## src/rtl/i2c_pin_gpio_pkg.sv

```systemverilog
package i2c_pin_gpio_pkg;
  localparam int unsigned PIN_CLK = 0;
  localparam int unsigned PIN_DAT = 1;
  localparam int unsigned NUM_PAD = 2;

  typedef enum logic [2:0] {
    SEL_NONE,
    SEL_LOAD,
    SEL_SET,
    SEL_CLEAR,
    SEL_MODE
  } reg_sel_e;
endpackage

```

## src/rtl/i2c_pin_gpio_regs.sv

```systemverilog
module i2c_pin_gpio_regs
  import i2c_pin_gpio_pkg::*;
#(
  parameter int unsigned ADDR_W   = 8,
  parameter int unsigned DATA_W   = 16,
  parameter int unsigned NPINS    = NUM_PAD,
  parameter logic [ADDR_W-1:0] OFS_LOAD  = 'h54,
  parameter logic [ADDR_W-1:0] OFS_SET   = 'h58,
  parameter logic [ADDR_W-1:0] OFS_CLEAR = 'h5C,
  parameter logic [ADDR_W-1:0] OFS_MODE  = 'h60
) (
  input  logic              clk,
  input  logic              rst_n,
  input  logic [ADDR_W-1:0] addr,
  input  logic              wr,
  input  logic [NPINS-1:0]  wbits,
  output logic [NPINS-1:0]  level_q,
  output logic [NPINS-1:0]  drive_q,
  output logic [DATA_W-1:0] rdata
);
  reg_sel_e sel;

  always_comb begin
    if (addr == OFS_LOAD)       sel = SEL_LOAD;
    else if (addr == OFS_SET)   sel = SEL_SET;
    else if (addr == OFS_CLEAR) sel = SEL_CLEAR;
    else if (addr == OFS_MODE)  sel = SEL_MODE;
    else                        sel = SEL_NONE;
  end

  logic [NPINS-1:0] level_d;
  always_comb begin
    level_d = level_q;
    if (wr) begin
      unique case (sel)
        SEL_LOAD:  level_d = wbits;
        SEL_SET:   level_d = level_q | wbits;
        SEL_CLEAR: level_d = level_q & ~wbits;
        default:   level_d = level_q;
      endcase
    end
  end

  always_ff @(posedge clk or negedge rst_n) begin
    if (!rst_n) begin
      level_q <= '0;
      drive_q <= '0;
    end else begin
      level_q <= level_d;
      if (wr && sel == SEL_MODE) drive_q <= wbits;
    end
  end

  always_comb begin
    unique case (sel)
      SEL_LOAD, SEL_SET, SEL_CLEAR: rdata = DATA_W'(level_q);
      SEL_MODE:                     rdata = DATA_W'(drive_q);
      default:                      rdata = '0;
    endcase
  end
endmodule

```

## src/rtl/i2c_pin_gpio_pad.sv

```systemverilog
module i2c_pin_gpio_pad (
  input  logic clk,
  input  logic rst_n,
  input  logic level,
  input  logic push_pull,
  output logic drv_val,
  output logic drv_en
);
  always_ff @(posedge clk or negedge rst_n) begin
    if (!rst_n) begin
      drv_val <= 1'b0;
      drv_en  <= 1'b1;
    end else begin
      drv_val <= push_pull & level;
      drv_en  <= push_pull | ~level;
    end
  end
endmodule

```

## src/rtl/i2c_pin_gpio_ctl.sv

```systemverilog
module i2c_pin_gpio_ctl
  import i2c_pin_gpio_pkg::*;
#(
  parameter int unsigned ADDR_W = 8,
  parameter int unsigned DATA_W = 16
) (
  input  logic              clk,
  input  logic              rst_n,
  input  logic [ADDR_W-1:0] bus_addr,
  input  logic              bus_wr,
  input  logic [DATA_W-1:0] bus_wdata,
  output logic [DATA_W-1:0] bus_rdata,
  output logic [NUM_PAD-1:0] pad_out,
  output logic [NUM_PAD-1:0] pad_oe
);
  logic [NUM_PAD-1:0] level_q;
  logic [NUM_PAD-1:0] drive_q;
  logic               unused_hi;

  assign unused_hi = ^bus_wdata[DATA_W-1:NUM_PAD];

  i2c_pin_gpio_regs #(
    .ADDR_W(ADDR_W), .DATA_W(DATA_W), .NPINS(NUM_PAD)
  ) u_regs (
    .clk(clk), .rst_n(rst_n), .addr(bus_addr), .wr(bus_wr),
    .wbits(bus_wdata[NUM_PAD-1:0]), .level_q(level_q),
    .drive_q(drive_q), .rdata(bus_rdata)
  );

  for (genvar p = 0; p < NUM_PAD; p++) begin : g_pad
    i2c_pin_gpio_pad u_pad (
      .clk(clk), .rst_n(rst_n), .level(level_q[p]),
      .push_pull(drive_q[p]), .drv_val(pad_out[p]), .drv_en(pad_oe[p])
    );
  end
endmodule

```

## config.mk

```make
export PLATFORM = sky130hd
export DESIGN_NAME = i2c_pin_gpio_ctl
export DESIGN_NICKNAME = d
export VERILOG_FILES = /design/src/rtl/i2c_pin_gpio_pkg.sv /design/src/rtl/i2c_pin_gpio_regs.sv /design/src/rtl/i2c_pin_gpio_pad.sv /design/src/rtl/i2c_pin_gpio_ctl.sv
export SDC_FILE = /design/constraint.sdc
export NUM_CORES = 1
export LEC_CHECK = 0
export BUFFER_PORTS_ARGS = -buffer_cell sky130_fd_sc_hd__buf_2
export CAP_MARGIN = 20
export CORE_UTILIZATION = 38
export DETAILED_ROUTE_END_ITERATION = 12
export PLACE_DENSITY_LB_ADDON = 0.12
export SLEW_MARGIN = 0
export SYNTH_ARGS = -nofsm -noshare
export SYNTH_HDL_FRONTEND = slang
export SYNTH_SLANG_ARGS = --single-unit
```

## constraint.sdc

```tcl
create_clock -name clk -period 1.1 [get_ports clk]
set_input_delay 0 -clock clk [delete_from_list [all_inputs] [get_ports clk]]
set_output_delay 0 -clock clk [all_outputs]
set_load 0.01 [all_outputs]
```

## Word level (Yosys, flattened, before mapping)

Index checks and enable logic that the tools add are counted.

- Reduce and logical (&&, ||, !) cells: 4
- Mux-type cells: 6
- Bitwise gates (word level): 9
- Equality and inequality tests: 8

Operators by type and width:

| kind | number |
|---|---|
| == test 8 x 7 -> 1 bit, second input constant | 4 |
| two-way mux 3 bit | 4 |
| == test 3 x 2 -> 1 bit, second input constant | 2 |
| case mux 2 bit (3 select lines) | 1 |
| case mux 2 bit (2 select lines) | 1 |
| == test 3 x 1 -> 1 bit, second input constant | 1 |
| == test 3 bit, second input constant | 1 |
| nonzero test 3 bit | 1 |
| OR reduction 3 bit | 1 |
| AND 1 bit | 2 |
| AND 2 bit | 1 |
| inverter 1 bit | 2 |
| inverter 2 bit | 1 |
| bitwise OR 1 bit | 2 |
| bitwise OR 2 bit | 1 |
| AND reduction 2 bit | 1 |
| logical AND 1 bit | 1 |

- Output and inout port bits: 20
- Word-level logic and storage cells: 33
- Register bits after elaboration: 8
- Input bits: 27

## Longest topological paths before layout

- Depth in word-level cells: 8
- Mapped depth: 3
- Mapped depth without buffers: 3

## Modules after synthesis

Synthesis repeated with hierarchy kept, for this count alone.

- Cells, all modules: 56
- Area total of the unflattened synthesis: 535.5 sq um

Modules (own cells, without submodules):

| module | area an instance (sq um) | sequential area each (sq um) | cells an instance | instances |
|---|---|---|---|---|
| i2c_pin_gpio_regs | 407.9 | 100.1 | 48 | 1 |
| i2c_pin_gpio_pad | 63.8 | 51.3 | 4 | 2 |

## Least setup slack after synthesis

No wires, ideal clock.

- Kind: register to register
- From: register u_regs.level_q[0]
- To: register u_regs.level_q[0]
- Path buffers: 0
- Setup time: 0.127 ns
- Cell stages (with the launch flop): 4
- Arrival: 0.801 ns
- Period minus slack after synthesis: 0.928 ns
- Required time: 0.973 ns
- Path slack: 0.172 ns
- Path through: dfrtp_1 and3b_2 a41oi_1 nand3_1

- Longest elaborated chain between the ends: 2
- Elaborated cells on any way between the ends: 3
- Those cells by class: mux (1); bitwise (2)

RTL lines:

| item | RTL line | text |
|---|---|---|
| start, declared | i2c_pin_gpio_regs.sv:17 | `output logic [NPINS-1:0] level_q,` |
| start signal, assigned | i2c_pin_gpio_regs.sv:49 | `level_q <= level_d;` |
| AND 2 bit or bitwise OR 2 bit (tied branches) | i2c_pin_gpio_regs.sv:38, i2c_pin_gpio_regs.sv:37 |  |
| case mux 2 bit (3 select lines) * | i2c_pin_gpio_regs.sv:35 | `unique case (sel)` |

Every way passes the cells marked *; elsewhere a longest branch is shown, timed or not.
A chain may end at the register's enable or synchronous reset.

## Final worst setup path

- From: register u_regs.level_q[0]
- To: output port bus_rdata[0]

- Longest elaborated chain between the ends: 1

RTL lines:

| item | RTL line | text |
|---|---|---|
| case mux 2 bit (2 select lines) | i2c_pin_gpio_regs.sv:55 | `unique case (sel)` |
| end, declared | i2c_pin_gpio_ctl.sv:12 | `output logic [DATA_W-1:0] bus_rdata,` |

No other way between the ends.

==> metrics.txt <==
Clock Tree Buf Depth=2; CP cell instances=buf_6 -> a32oi_2 -> nor2_1 -> buf_2; max cap viols=0; Synth Cell Area=between 600 and 700 sq um; register area share after synthesis=0.337; Leak=0.377 nW; First-pass DRT Iterations=4; Final Hold Viols=0; Post-Syn Instances=between 50 and 60; Worst Tran Pin Value=roughly 0.60 ns; routability cong.=0.729; Required @ worst endpoint=~1.1 ns; most frequent cells in the layout=buf_2, conb_1, dfrtp_1; RSZ-0062 raised after global routing=yes; Residual DRC=0; Max rail drop VDD=383 uV; EDFF count, synth=0; slowest stage delay, CP=0.39 ns; share of cells above drive strength 1=0.500; Max Slew Vio Count=0; Port Buffers=18; most common cell after layout, fill and taps aside=buf_2; Die W=around 42 um; Syn Area/Cell=around 11 sq um; total gr overflow=0; Design Power=approximately 0.69 mW; vias per cell=4.72; largest net degree at the start of global routing=9; Pwr Density=892 mW/mm^2; CTS clk-pin slew, worst paths=around 0.05 ns; final number of setup-violating endpoints=2; number of nets in the layout=roughly 110; fin util=0.556; GRT Total Usage=0.139; synthesis-stage register bit count=8; Max Used Layer=met4; leading post-synthesis cells by cell area=dfrtp_1, buf_4, dfstp_2; PnR worst setup slack=-0.0212 ns; Layout area overhead=27.7%; wl on met1=approximately 500 um; area share of the leading cell type in the synthesized netlist=0.249; final antenna-violating net count=0; Vias=roughly 460; crit path max fanout=4; average wire per standard cell=11.6 um; initial cell density of the core=0.435; Core Rows=13; CP max-delay cell=dfrtp_1; H-Tree Depth=1; Crit Path Class=flop to primary output; status=finished, violations left; met3 wire len=~53 um; antenna diode count=0; violated checks=negative setup slack; largest area contributor in the netlist=dfrtp_1; Hold Crit Class=input port to flop; Post-Route Skew=0.00447 ns; Tmin final=1.12 ns; insertion delay to the later sink of the worst-skew pair=around 0.25 ns; CTS tree=yes; Relative slew margins=0.598; drt first-iter violations=5; Synth cell types=21; first-pass GRT wire length=1.83 mm; WP data arrival=1.12 ns; crit path launch type=flop; Critical Path Sink Type=primary output; total die area=between 0.0015 and 0.002 sq mm; Peak Freq=between 800 and 900 MHz; ys async rst share=1.00; Final Cycle Share=1.02; Placeable Area=0.00138 sq mm; HPWL Detailed=between 800 and 900 um; Die Y=~42 um; DRT Wirelength=1.13 mm; synth warn=0; Clock Sinks=8; io pins=between 40 and 50; met2 WL post-DR=approximately 560 um; Inserted Clock Buffers=3; number of global-route vias before repair=between 400 and 500; Root Driver=clkbuf_4; initial antenna violation count=0; Main synth FF type=dfrtp_1
-- worst max-delay path: cells and delay by family (launching register included) --
family,cells,cell delay [ns]
compound gates,1,0.15
simple gates,1,0.06
flops,1,0.39
buf+inv,2,0.26
-- per-stage QoR --
stage | hold WS (ns) | TNS (ns) | setup slack, ns | area, sq um | instances
floorplan | -0.296 | 0 | 0.172 | 651 | 69
global placement | -0.155 | 0 | 0.0488 | 662 | 89
detailed placement | -0.152 | 0 | 0.0567 | 662 | 89
CTS | 0.0147 | -0.0939 | -0.0496 | 734 | 97
global route | 0.0486 | -0.169 | -0.0735 | 768 | 97
finish | 0.0397 | -0.0400 | -0.0212 | 768 | 97
-- kinds of logic after synthesis --
| family | after synthesis | synth area share |
|---|---|---|
| AND/OR/NAND/NOR | 21 | 0.320 |
| buffers and inverters | 18 | 0.225 |
| flip-flops | 8 | 0.337 |
| AO/OA/AOI/OAI | 6 | 0.0749 |
| multiplexers | 2 | 0.0374 |
| other | 1 | 0.00623 |
-- sequential cells by signal (all words and copies together) (netlist names) --
register             cells
g_pad.u_pad.drv_en       2
u_regs.drive_q           2
u_regs.level_q           2
g_pad.u_pad.drv_val      2
-- what timing repair did --
item,CTS,global route
setup buffers,3,0
pin swaps,2,6
endpoints found under the hold margin,9,0
gates resized for setup,2,5
hold buffers,2,0
endpoints found under the setup margin,2,4
-- final cells by class --
| type | instances | area (sq um) |
|---|---|---|
| Fill cell | 134 | 614 |
| Clock buffer | 3 | 22.5 |
| Timing Repair Buffer | 28 | 181 |
| Sequential cell | 8 | 203 |
| Multi-Input combinational cell | 43 | 343 |
| Tap cell | 15 | 18.8 |
-- metal layers --
| layer | vias to the layer above | track usage |
|---|---|---|
| met5 | - | 0 |
| met4 | 0 | 0.0968 |
| met3 | 2 | 0.0391 |
| met2 | 22 | 0.206 |
| met1 | 208 | 0.172 |
| li1 | 226 | - |
-- synth_stat cells (2+ instances only) --
master and count:
buf_4 18, dfrtp_1 6, nand4b_1 3, a32oi_1 2
a41oi_1 2, and2_1 2, and3b_2 2, dfstp_2 2
mux2_1 2, nand2b_1 2, nand3_1 2, nor2_1 2
nor4b_4 2, o21ai_1 2
-- path summary, 6_finish.rpt --
path / slack [ns] / from / end / depth (start not counted)
worst max-delay path: -0.02 / u_regs.level_q[0] / bus_rdata[0] / 4
worst min-delay path: 0.04 / bus_wdata[0] / u_regs.drive_q[0] / 2
worst max register to register: 0.02 / u_regs.level_q[0] / u_regs.level_q[0] / 4
worst min register to register: 0.53 / u_regs.drive_q[0] / g_pad[0].u_pad.drv_en / 1
max in group asynchronous: 0.75 / rst_n / g_pad[0].u_pad.drv_en / 2
min in group asynchronous: 0.11 / rst_n / u_regs.level_q[0] / 2
-- power breakdown --
| group | switching, mW | total (mW) | internal [mW] | leakage, nW |
|---|---|---|---|---|
| logic | 0.0805 | 0.147 | 0.0662 | 0.270 |
| registers | 0.00666 | 0.317 | 0.310 | 0.0935 |
| clock network | 0.0968 | 0.221 | 0.125 | 0.0138 |
| total | 0.184 | 0.685 | 0.501 | 0.377 |
Note: power is estimated with default switching activity, not from simulation.
